$ cat config.mk
export PLATFORM = sky130hd
export DESIGN_NAME = taskfile_regs
export DESIGN_NICKNAME = d
export VERILOG_FILES = /design/src/rtl/taskfile_pkg.sv /design/src/rtl/taskfile_ctrl.sv /design/src/rtl/taskfile_datapath.sv /design/src/rtl/taskfile_regs.sv
export SDC_FILE = /design/constraint.sdc
export NUM_CORES = 1
export LEC_CHECK = 0
export ABC_AREA = 1
export BUFFER_PORTS_ARGS = -buffer_cell sky130_fd_sc_hd__buf_4
export CAP_MARGIN = 20
export CORE_MARGIN = 5
export CORE_UTILIZATION = 35
export CTS_BUF_LIST = sky130_fd_sc_hd__clkbuf_8
export DETAILED_ROUTE_END_ITERATION = 6
export PLACE_DENSITY = 0.62
export SLEW_MARGIN = 10
export SYNTH_ARGS = -nofsm -noshare
export SYNTH_HDL_FRONTEND = slang
export SYNTH_SLANG_ARGS = --single-unit
$ cat constraint.sdc
create_clock -name clk -period 3.1 [get_ports clk]
set_clock_uncertainty 0.05 [all_clocks]
set_input_delay 0.465 -clock clk [delete_from_list [all_inputs] [get_ports clk]]
set_output_delay 0.465 -clock clk [all_outputs]
set_load 0.01 [all_outputs]
$ cat src/rtl/taskfile_pkg.sv
package taskfile_pkg;
  localparam int DATA_W   = 8;
  localparam int ADDR_W   = 4;
  localparam int NUM_DEEP = 5;

  localparam int CTL_NIEN_BIT = 1;
  localparam int CTL_HOB_BIT  = 7;
  localparam int ST_BSY_BIT   = 7;
  localparam int ST_DRQ_BIT   = 3;
  localparam int ST_ERR_BIT   = 0;

  typedef struct packed {
    logic [NUM_DEEP-1:0] deepWr;
    logic                devWr;
    logic                cmdWr;
    logic                rdFire;
    logic [ADDR_W-1:0]   rdAddr;
    logic                hobSel;
  } tfStrobe_t;
endpackage

$ cat src/rtl/taskfile_ctrl.sv
module taskfile_ctrl
  import taskfile_pkg::*;
#(
  parameter int FEAT_ADDR = 1,
  parameter int DEV_ADDR  = 6,
  parameter int CMD_ADDR  = 7,
  parameter int CTL_ADDR  = 14
) (
  input  logic              clk,
  input  logic              rstN,
  input  logic [ADDR_W-1:0] addr,
  input  logic              wrEn,
  input  logic              rdEn,
  input  logic              ctlHobIn,
  input  logic              ctlMaskIn,
  input  logic              cmdDone,
  output tfStrobe_t         strb,
  output logic              irqMask,
  output logic              irq
);
  localparam logic [ADDR_W-1:0] FeatA = ADDR_W'(FEAT_ADDR);
  localparam logic [ADDR_W-1:0] DevA  = ADDR_W'(DEV_ADDR);
  localparam logic [ADDR_W-1:0] CmdA  = ADDR_W'(CMD_ADDR);
  localparam logic [ADDR_W-1:0] CtlA  = ADDR_W'(CTL_ADDR);

  logic hobQ, maskQ, pendQ;
  logic ctlWr, blkWr, statusRd;
  logic [NUM_DEEP-1:0] deepHit;

  for (genvar i = 0; i < NUM_DEEP; i++) begin : g_deepDec
    assign deepHit[i] = wrEn && (addr == ADDR_W'(FEAT_ADDR + i));
  end

  assign ctlWr    = wrEn && (addr == CtlA);
  assign blkWr    = wrEn && (addr >= FeatA) && (addr <= CmdA);
  assign statusRd = rdEn && (addr == CmdA);

  always_ff @(posedge clk) begin
    if (!rstN) begin
      hobQ  <= 1'b0;
      maskQ <= 1'b0;
      pendQ <= 1'b0;
    end else begin
      if (ctlWr) begin
        hobQ  <= ctlHobIn;
        maskQ <= ctlMaskIn;
      end else if (blkWr) begin
        hobQ  <= 1'b0;
      end
      if (cmdDone)       pendQ <= 1'b1;
      else if (statusRd) pendQ <= 1'b0;
    end
  end

  always_comb begin
    strb.deepWr = deepHit;
    strb.devWr  = wrEn && (addr == DevA);
    strb.cmdWr  = wrEn && (addr == CmdA);
    strb.rdFire = rdEn;
    strb.rdAddr = addr;
    strb.hobSel = hobQ;
  end

  assign irqMask = maskQ;
  assign irq     = pendQ && !maskQ;
endmodule

$ cat src/rtl/taskfile_datapath.sv
module taskfile_datapath
  import taskfile_pkg::*;
#(
  parameter int FEAT_ADDR = 1,
  parameter int DEV_ADDR  = 6,
  parameter int CMD_ADDR  = 7,
  parameter int CTL_ADDR  = 14
) (
  input  logic                clk,
  input  logic                rstN,
  input  tfStrobe_t           strb,
  input  logic [DATA_W-1:0]   wrData,
  input  logic                busyIn,
  input  logic                drqIn,
  input  logic                errIn,
  input  logic [DATA_W-1:0]   errCode,
  output logic [DATA_W-1:0]   rdData,
  output logic                cmdStart,
  output logic [DATA_W-1:0]   cmdCode,
  output logic [2*DATA_W-1:0] featureWord
);
  logic [DATA_W-1:0] curQ  [NUM_DEEP];
  logic [DATA_W-1:0] prevQ [NUM_DEEP];
  logic [DATA_W-1:0] devQ;
  logic [DATA_W-1:0] statusByte;
  logic [DATA_W-1:0] rdNext;

  for (genvar i = 0; i < NUM_DEEP; i++) begin : g_deep
    always_ff @(posedge clk) begin
      if (!rstN) begin
        curQ[i]  <= '0;
        prevQ[i] <= '0;
      end else if (strb.deepWr[i]) begin
        prevQ[i] <= curQ[i];
        curQ[i]  <= wrData;
      end
    end
  end

  always_ff @(posedge clk) begin
    if (!rstN) devQ <= '0;
    else if (strb.devWr) devQ <= wrData;
  end

  always_comb begin
    statusByte = '0;
    statusByte[ST_BSY_BIT] = busyIn;
    statusByte[ST_DRQ_BIT] = drqIn;
    statusByte[ST_ERR_BIT] = errIn;
  end

  always_comb begin
    rdNext = '0;
    if (strb.rdAddr == ADDR_W'(FEAT_ADDR)) rdNext = errCode;
    for (int i = 1; i < NUM_DEEP; i++) begin
      if (strb.rdAddr == ADDR_W'(FEAT_ADDR + i))
        rdNext = strb.hobSel ? prevQ[i] : curQ[i];
    end
    if (strb.rdAddr == ADDR_W'(DEV_ADDR)) rdNext = devQ;
    if ((strb.rdAddr == ADDR_W'(CMD_ADDR)) || (strb.rdAddr == ADDR_W'(CTL_ADDR)))
      rdNext = statusByte;
  end

  always_ff @(posedge clk) begin
    if (!rstN) begin
      rdData   <= '0;
      cmdStart <= 1'b0;
      cmdCode  <= '0;
    end else begin
      if (strb.rdFire) rdData <= rdNext;
      cmdStart <= strb.cmdWr;
      if (strb.cmdWr) cmdCode <= wrData;
    end
  end

  assign featureWord = {prevQ[0], curQ[0]};
endmodule

$ cat src/rtl/taskfile_regs.sv
module taskfile_regs
  import taskfile_pkg::*;
#(
  parameter int FEAT_ADDR = 1,
  parameter int DEV_ADDR  = 6,
  parameter int CMD_ADDR  = 7,
  parameter int CTL_ADDR  = 14
) (
  input  logic                   clk,
  input  logic                   rstN,
  input  logic [ADDR_W-1:0]      addr,
  input  logic                   wrEn,
  input  logic                   rdEn,
  input  logic [DATA_W-1:0]      wrData,
  output logic [DATA_W-1:0]      rdData,
  input  logic                   busyIn,
  input  logic                   drqIn,
  input  logic                   errIn,
  input  logic [DATA_W-1:0]      errCode,
  input  logic                   cmdDone,
  output logic                   cmdStart,
  output logic [DATA_W-1:0]      cmdCode,
  output logic [2*DATA_W-1:0]    featureWord,
  output logic                   irq
);
  tfStrobe_t strb;
  logic      irqMask;

  taskfile_ctrl #(
    .FEAT_ADDR(FEAT_ADDR), .DEV_ADDR(DEV_ADDR),
    .CMD_ADDR(CMD_ADDR), .CTL_ADDR(CTL_ADDR)
  ) i_ctrl (
    .clk(clk), .rstN(rstN), .addr(addr), .wrEn(wrEn), .rdEn(rdEn),
    .ctlHobIn(wrData[CTL_HOB_BIT]), .ctlMaskIn(wrData[CTL_NIEN_BIT]),
    .cmdDone(cmdDone), .strb(strb), .irqMask(irqMask), .irq(irq)
  );

  taskfile_datapath #(
    .FEAT_ADDR(FEAT_ADDR), .DEV_ADDR(DEV_ADDR),
    .CMD_ADDR(CMD_ADDR), .CTL_ADDR(CTL_ADDR)
  ) i_dp (
    .clk(clk), .rstN(rstN), .strb(strb), .wrData(wrData),
    .busyIn(busyIn), .drqIn(drqIn), .errIn(errIn), .errCode(errCode),
    .rdData(rdData), .cmdStart(cmdStart), .cmdCode(cmdCode),
    .featureWord(featureWord)
  );
endmodule

Yosys cells after proc, flatten, opt, wreduce, memory -nomap -nowiden --
Memories as Yosys holds them, arrays and structs flattened. Cells that the tools add are included.
Cells by class: $lt $le $gt $ge 2, eq/ne operators 8, mux-type cells 41, bitwise gates (word level) 10, reduce and logical (&&, ||, !) cells 16
Operators by type and width (number):
- 8-bit 2-to-1 mux | 21
- 1-bit 2-to-1 mux | 20
- 4-bit by 3-bit equality test with 1-bit output (second input constant) | 4
- 1-bit logical AND | 12
- 1-bit bitwise OR | 10
- 4-bit by 2-bit equality test with 1-bit output (second input constant) | 2
- 4-bit by 1-bit equality test with 1-bit output (second input constant) | 1
- 4-bit equality test (second input constant) | 1
- 4-bit by 1-bit >= comparator with 1-bit output (second input constant) | 1
- 4-bit by 3-bit <= comparator with 1-bit output (second input constant) | 1
- 2-bit nonzero test | 2
- 1-bit zero test | 1
- 1-bit logical OR | 1
Word-level totals: register bits 28, memory bits (writable) 80, input bits 28, output and inout port bits 34, logic and storage cells 86, memories kept 2
Memory list:
- i_dp.curQ | depth 5, width 8, rd ports 5, clocked after Yosys merged registers in 0, write ports 5, RTL line taskfile_datapath.sv:22 | logic [DATA_W-1:0] curQ [NUM_DEEP];
- i_dp.prevQ | depth 5, width 8, rd ports 5, clocked after Yosys merged registers in 0, write ports 5, RTL line taskfile_datapath.sv:23 | logic [DATA_W-1:0] prevQ [NUM_DEEP];

Longest topological paths before layout --
depth in word-level cells 8, mapped depth 11, gate-level depth less buffers 10

By module --
A second synthesis with hierarchy kept.
Unflattened totals: cells, all modules 544, area total of the unflattened synthesis 4887.2 um2
Modules (own cells, without submodules):
- taskfile_datapath | instances 1, cells an instance 496, area an instance 4601.9 um2
- taskfile_ctrl | instances 1, cells an instance 48, area an instance 285.3 um2

Worst setup path before layout --
OpenSTA, ideal clock, no wires.
path kind in2reg, start input addr[1], end memory i_dp.curQ[2][0], enable pin, arrival time 2030 ps, required time 2639 ps, slack 609 ps, stages 5, path through buf_4 -> nand2_1 -> inv_1 -> nand2_1 -> o21ai_0
RTL lines:
- start: declaration | RTL line taskfile_regs.sv:11 | input logic [ADDR_W-1:0] addr,
- end: declaration | RTL line taskfile_datapath.sv:22

==> impl_metrics.tcl <==
set metrics [dict create \
    critical_path.max_fanout 16 \
    clk_pin_slew_ns 0.11 \
    die-area_um2 16200 \
    clock_latency_ns 0.38 \
    async_flop_share_pct 0 \
    reg2reg_to "i_dp.rdData[6]" \
    yosys-top-cells-area "edfxtp_1 50%, dfxtp_1 12%, nor2_1 7.8%" \
    worst-setup-path-type "primary input to register" \
    ctsRootBufferMaster "clkbuf_8" \
    critPathLaunchType "primary input" \
    fmax_ghz 0.511 \
    fin_tns_setup_ns 0 \
    hpwl_mm 8.11 \
    synth_cell_type_count 28 \
    portBuffers 61 \
    synth-xor-area-share_pct 0 \
    synth_seq_cells 108 \
    post_cts_resize_count 0 \
    htreeDepth 3 \
    cp-startpoint "addr[2]" \
    die_w_um 127 \
    syn_area_um2 4800 \
    synth_top_area_share_pct 50.0 \
    r2r_cells 8 \
    synth_ff_type "edfxtp_1" \
    wl_mm 11.4 \
    fin_area_um2 5630 \
    vias 3602 \
    wl_per_cell_um 15.1 \
    dpl_cell_area_um2 5400 \
    routed_via_density 4.77 \
    clk_path_buf_depth 2 \
    hold_class "primary input to register" \
    p_per_area_nw_per_um2 508 \
    ir_drop_v 0.000203 \
    critical-path-slowest-cell "nor2_1" \
    postRouteAntennaNets 0 \
    max_slew_margin_pct 44.4 \
    cts_hold_buffers 0 \
    area_growth_pct 17.3 \
    max_stage_delay_ns 0.55 \
    r2r-start "i_ctrl.hobQ" \
    hold_start "cmdDone" \
    postCtsSetupBuffers 0 \
    synthTopCellsByCount "100 x nor2_1, 93 x nand2_1, 80 x edfxtp_1" \
    grt_antenna_before_repair 0 \
    synth_top_family_by_area "simple AND/OR/NAND/NOR gates" \
    synth-compound-area-share_pct 8.57 \
    finalCriticalPeriod_ns 1.96 \
    critPathArrivalTime_ns 2.13 \
    place.gp.congestion 0.854 \
    synth.most_common_cell "nor2_1" \
    n_antenna_cell 0 \
    drt_iter0_drc 326 \
    synth_area_leader_cell "edfxtp_1" \
    avgSynthCellArea_um2 9.26 \
    grt_pass1_wl_mm 18.1 \
    crit_chain "buf_4 > nor2_1 > nand2_1 > inv_1 > nand3_2 > nor2_1" \
    start_util_pct 36.0 \
    p_leak_nw 2.39 \
    grt_setup_unrepaired "no" \
    ys_warn_count 0 \
    grt_usage_pct 14.3 \
    status "complete, no violations" \
    finalSetupViolCount 0 \
    die_h_um 127 \
    tightest_slew_ns 0.831 \
    drc 0 \
    finalHoldViolations 0 \
    hold_end "i_ctrl.pendQ" \
    synthMuxAreaShare_pct 0 \
    core_um2 13300 \
    worst_path_most_repeated_cell "nor2_1" \
    io_pins 62 \
    dr.pass1.iters 5 \
    final_nets 602 \
    rows 42 \
    layout-drive-gt1-share_pct 18.1 \
    synth_edf_count 80 \
    cts_tree "built" \
    endpoint_kind "register" \
    r2r_setup_slack_ns 1.31 \
    synthAdderAreaFrac_pct 0 \
    min_period_over_period_pct 63.2 \
    overflow 0 \
    slew_viol_final 0 \
    cts_sinks 108 \
    synthSimpleGateAreaFrac_pct 22.6 \
    grt_pass1_vias 3523 \
    synthesis.nets 547 \
    total_power_w 0.00286 \
    grt_start_max_net_pins 42 \
    ys_seq_area_share_pct 61.7 \
    hold_depth 3 \
    cts_buffers 9 \
    synthCells 519 \
    cap_violations 0 \
    required_ns 3.27 \
]
placed cells by master, fill, tap and decap left out:
master	Yosys	routed
nand4_1	4	4
nor2_4	2	2
nand4_2	1	1
nand2_1	93	93
o21ai_0	34	32
nor3_4	1	1
inv_6	0	2
or2_1	1	1
o211a_1	1	1
buf_4	1	64
a211oi_1	1	1
dfxtp_1	28	28
clkinv_1	3	3
nor2_1	100	100
edfxtp_1	80	80
o21ai_1	0	2
clkbuf_8	0	10
o211ai_1	4	4
o21ai_2	1	1
nand3_4	1	1
nand3_2	3	3
bufinv_16	0	2
clkinv_4	0	2
nor2_2	10	10
nor3_1	4	4
nand3_1	26	26
inv_2	3	3
inv_1	58	58
nand2_2	3	3
a21oi_1	37	37
critical path: cells and delay by family:
| kind | cells | cell delay, ns |
|---|---|---|
| buffers and inverters | 2 | 0.33 |
| and+or+nand+nor | 4 | 1.33 |
final cells by class:
cell class              instances  area (um2)
fillers                      1344        7710
flip-flops and latches        108        2960
multi-input cells             327        1500
repair buffers                 64         480
inverters                      64         240
well taps                     176         220
clock buffers                  10         138
clock inverters                 6        95.1
how the worst max path moves through the flow:
stage                            end  slack, ns  cells past startpoint
floorplan            i_dp.curQ[2][0]       0.61                      5
global placement    i_dp.prevQ[0][3]       0.92                      4
detailed placement  i_dp.prevQ[2][3]       0.78                      6
CTS                 i_dp.prevQ[2][5]       1.18                      6
global route         i_dp.curQ[2][7]       0.88                      6
finish              i_dp.prevQ[2][5]       1.14                      6
kinds of logic after synthesis:
kind of cell	Yosys count
AO/OA/AOI/OAI	78
buffers and inverters	84
flip-flops	108
AND/OR/NAND/NOR	249
metrics by stage:
stage	hold slack, ns	instances	setup slack, ns	utilization, %
2_1_floorplan	0.390	519	0.609	-
3_3_place_gp	0.406	739	0.922	40.5
3_5_place_dp	0.405	739	0.783	40.5
4_1_cts	0.279	755	1.18	42.2
5_1_grt	0.293	755	0.875	42.2
6_report	0.292	755	1.14	42.2
flip-flops by register name (all words and copies together), names as in the netlist:
| register | count |
|---|---|
| i_ctrl.irqMask | 1 |
| i_dp.rdData | 8 |
| i_ctrl.hobQ | 1 |
| i_dp.cmdCode | 8 |
| i_dp.cmdStart | 1 |
| i_ctrl.pendQ | 1 |
| i_dp.curQ | 40 |
| i_dp.prevQ | 40 |
| i_dp.devQ | 8 |
report_power, final:
part	total (W)	internal, W	switching [W]
combinational	0.000247	0.0000817	0.000165
sequential	0.00163	0.00161	0.0000206
clock	0.000988	0.000486	0.000502
total	0.00286	0.00218	0.000688
metal layers:
metal	track usage [%]	vias to the layer above	wire length, um
li1	-	1803	-
met1	18.8	1664	5270
met2	22.9	111	5260
met3	3.30	24	578
met4	5.74	0	323
met5	0	-	0
(Power assumes the default switching activity.)
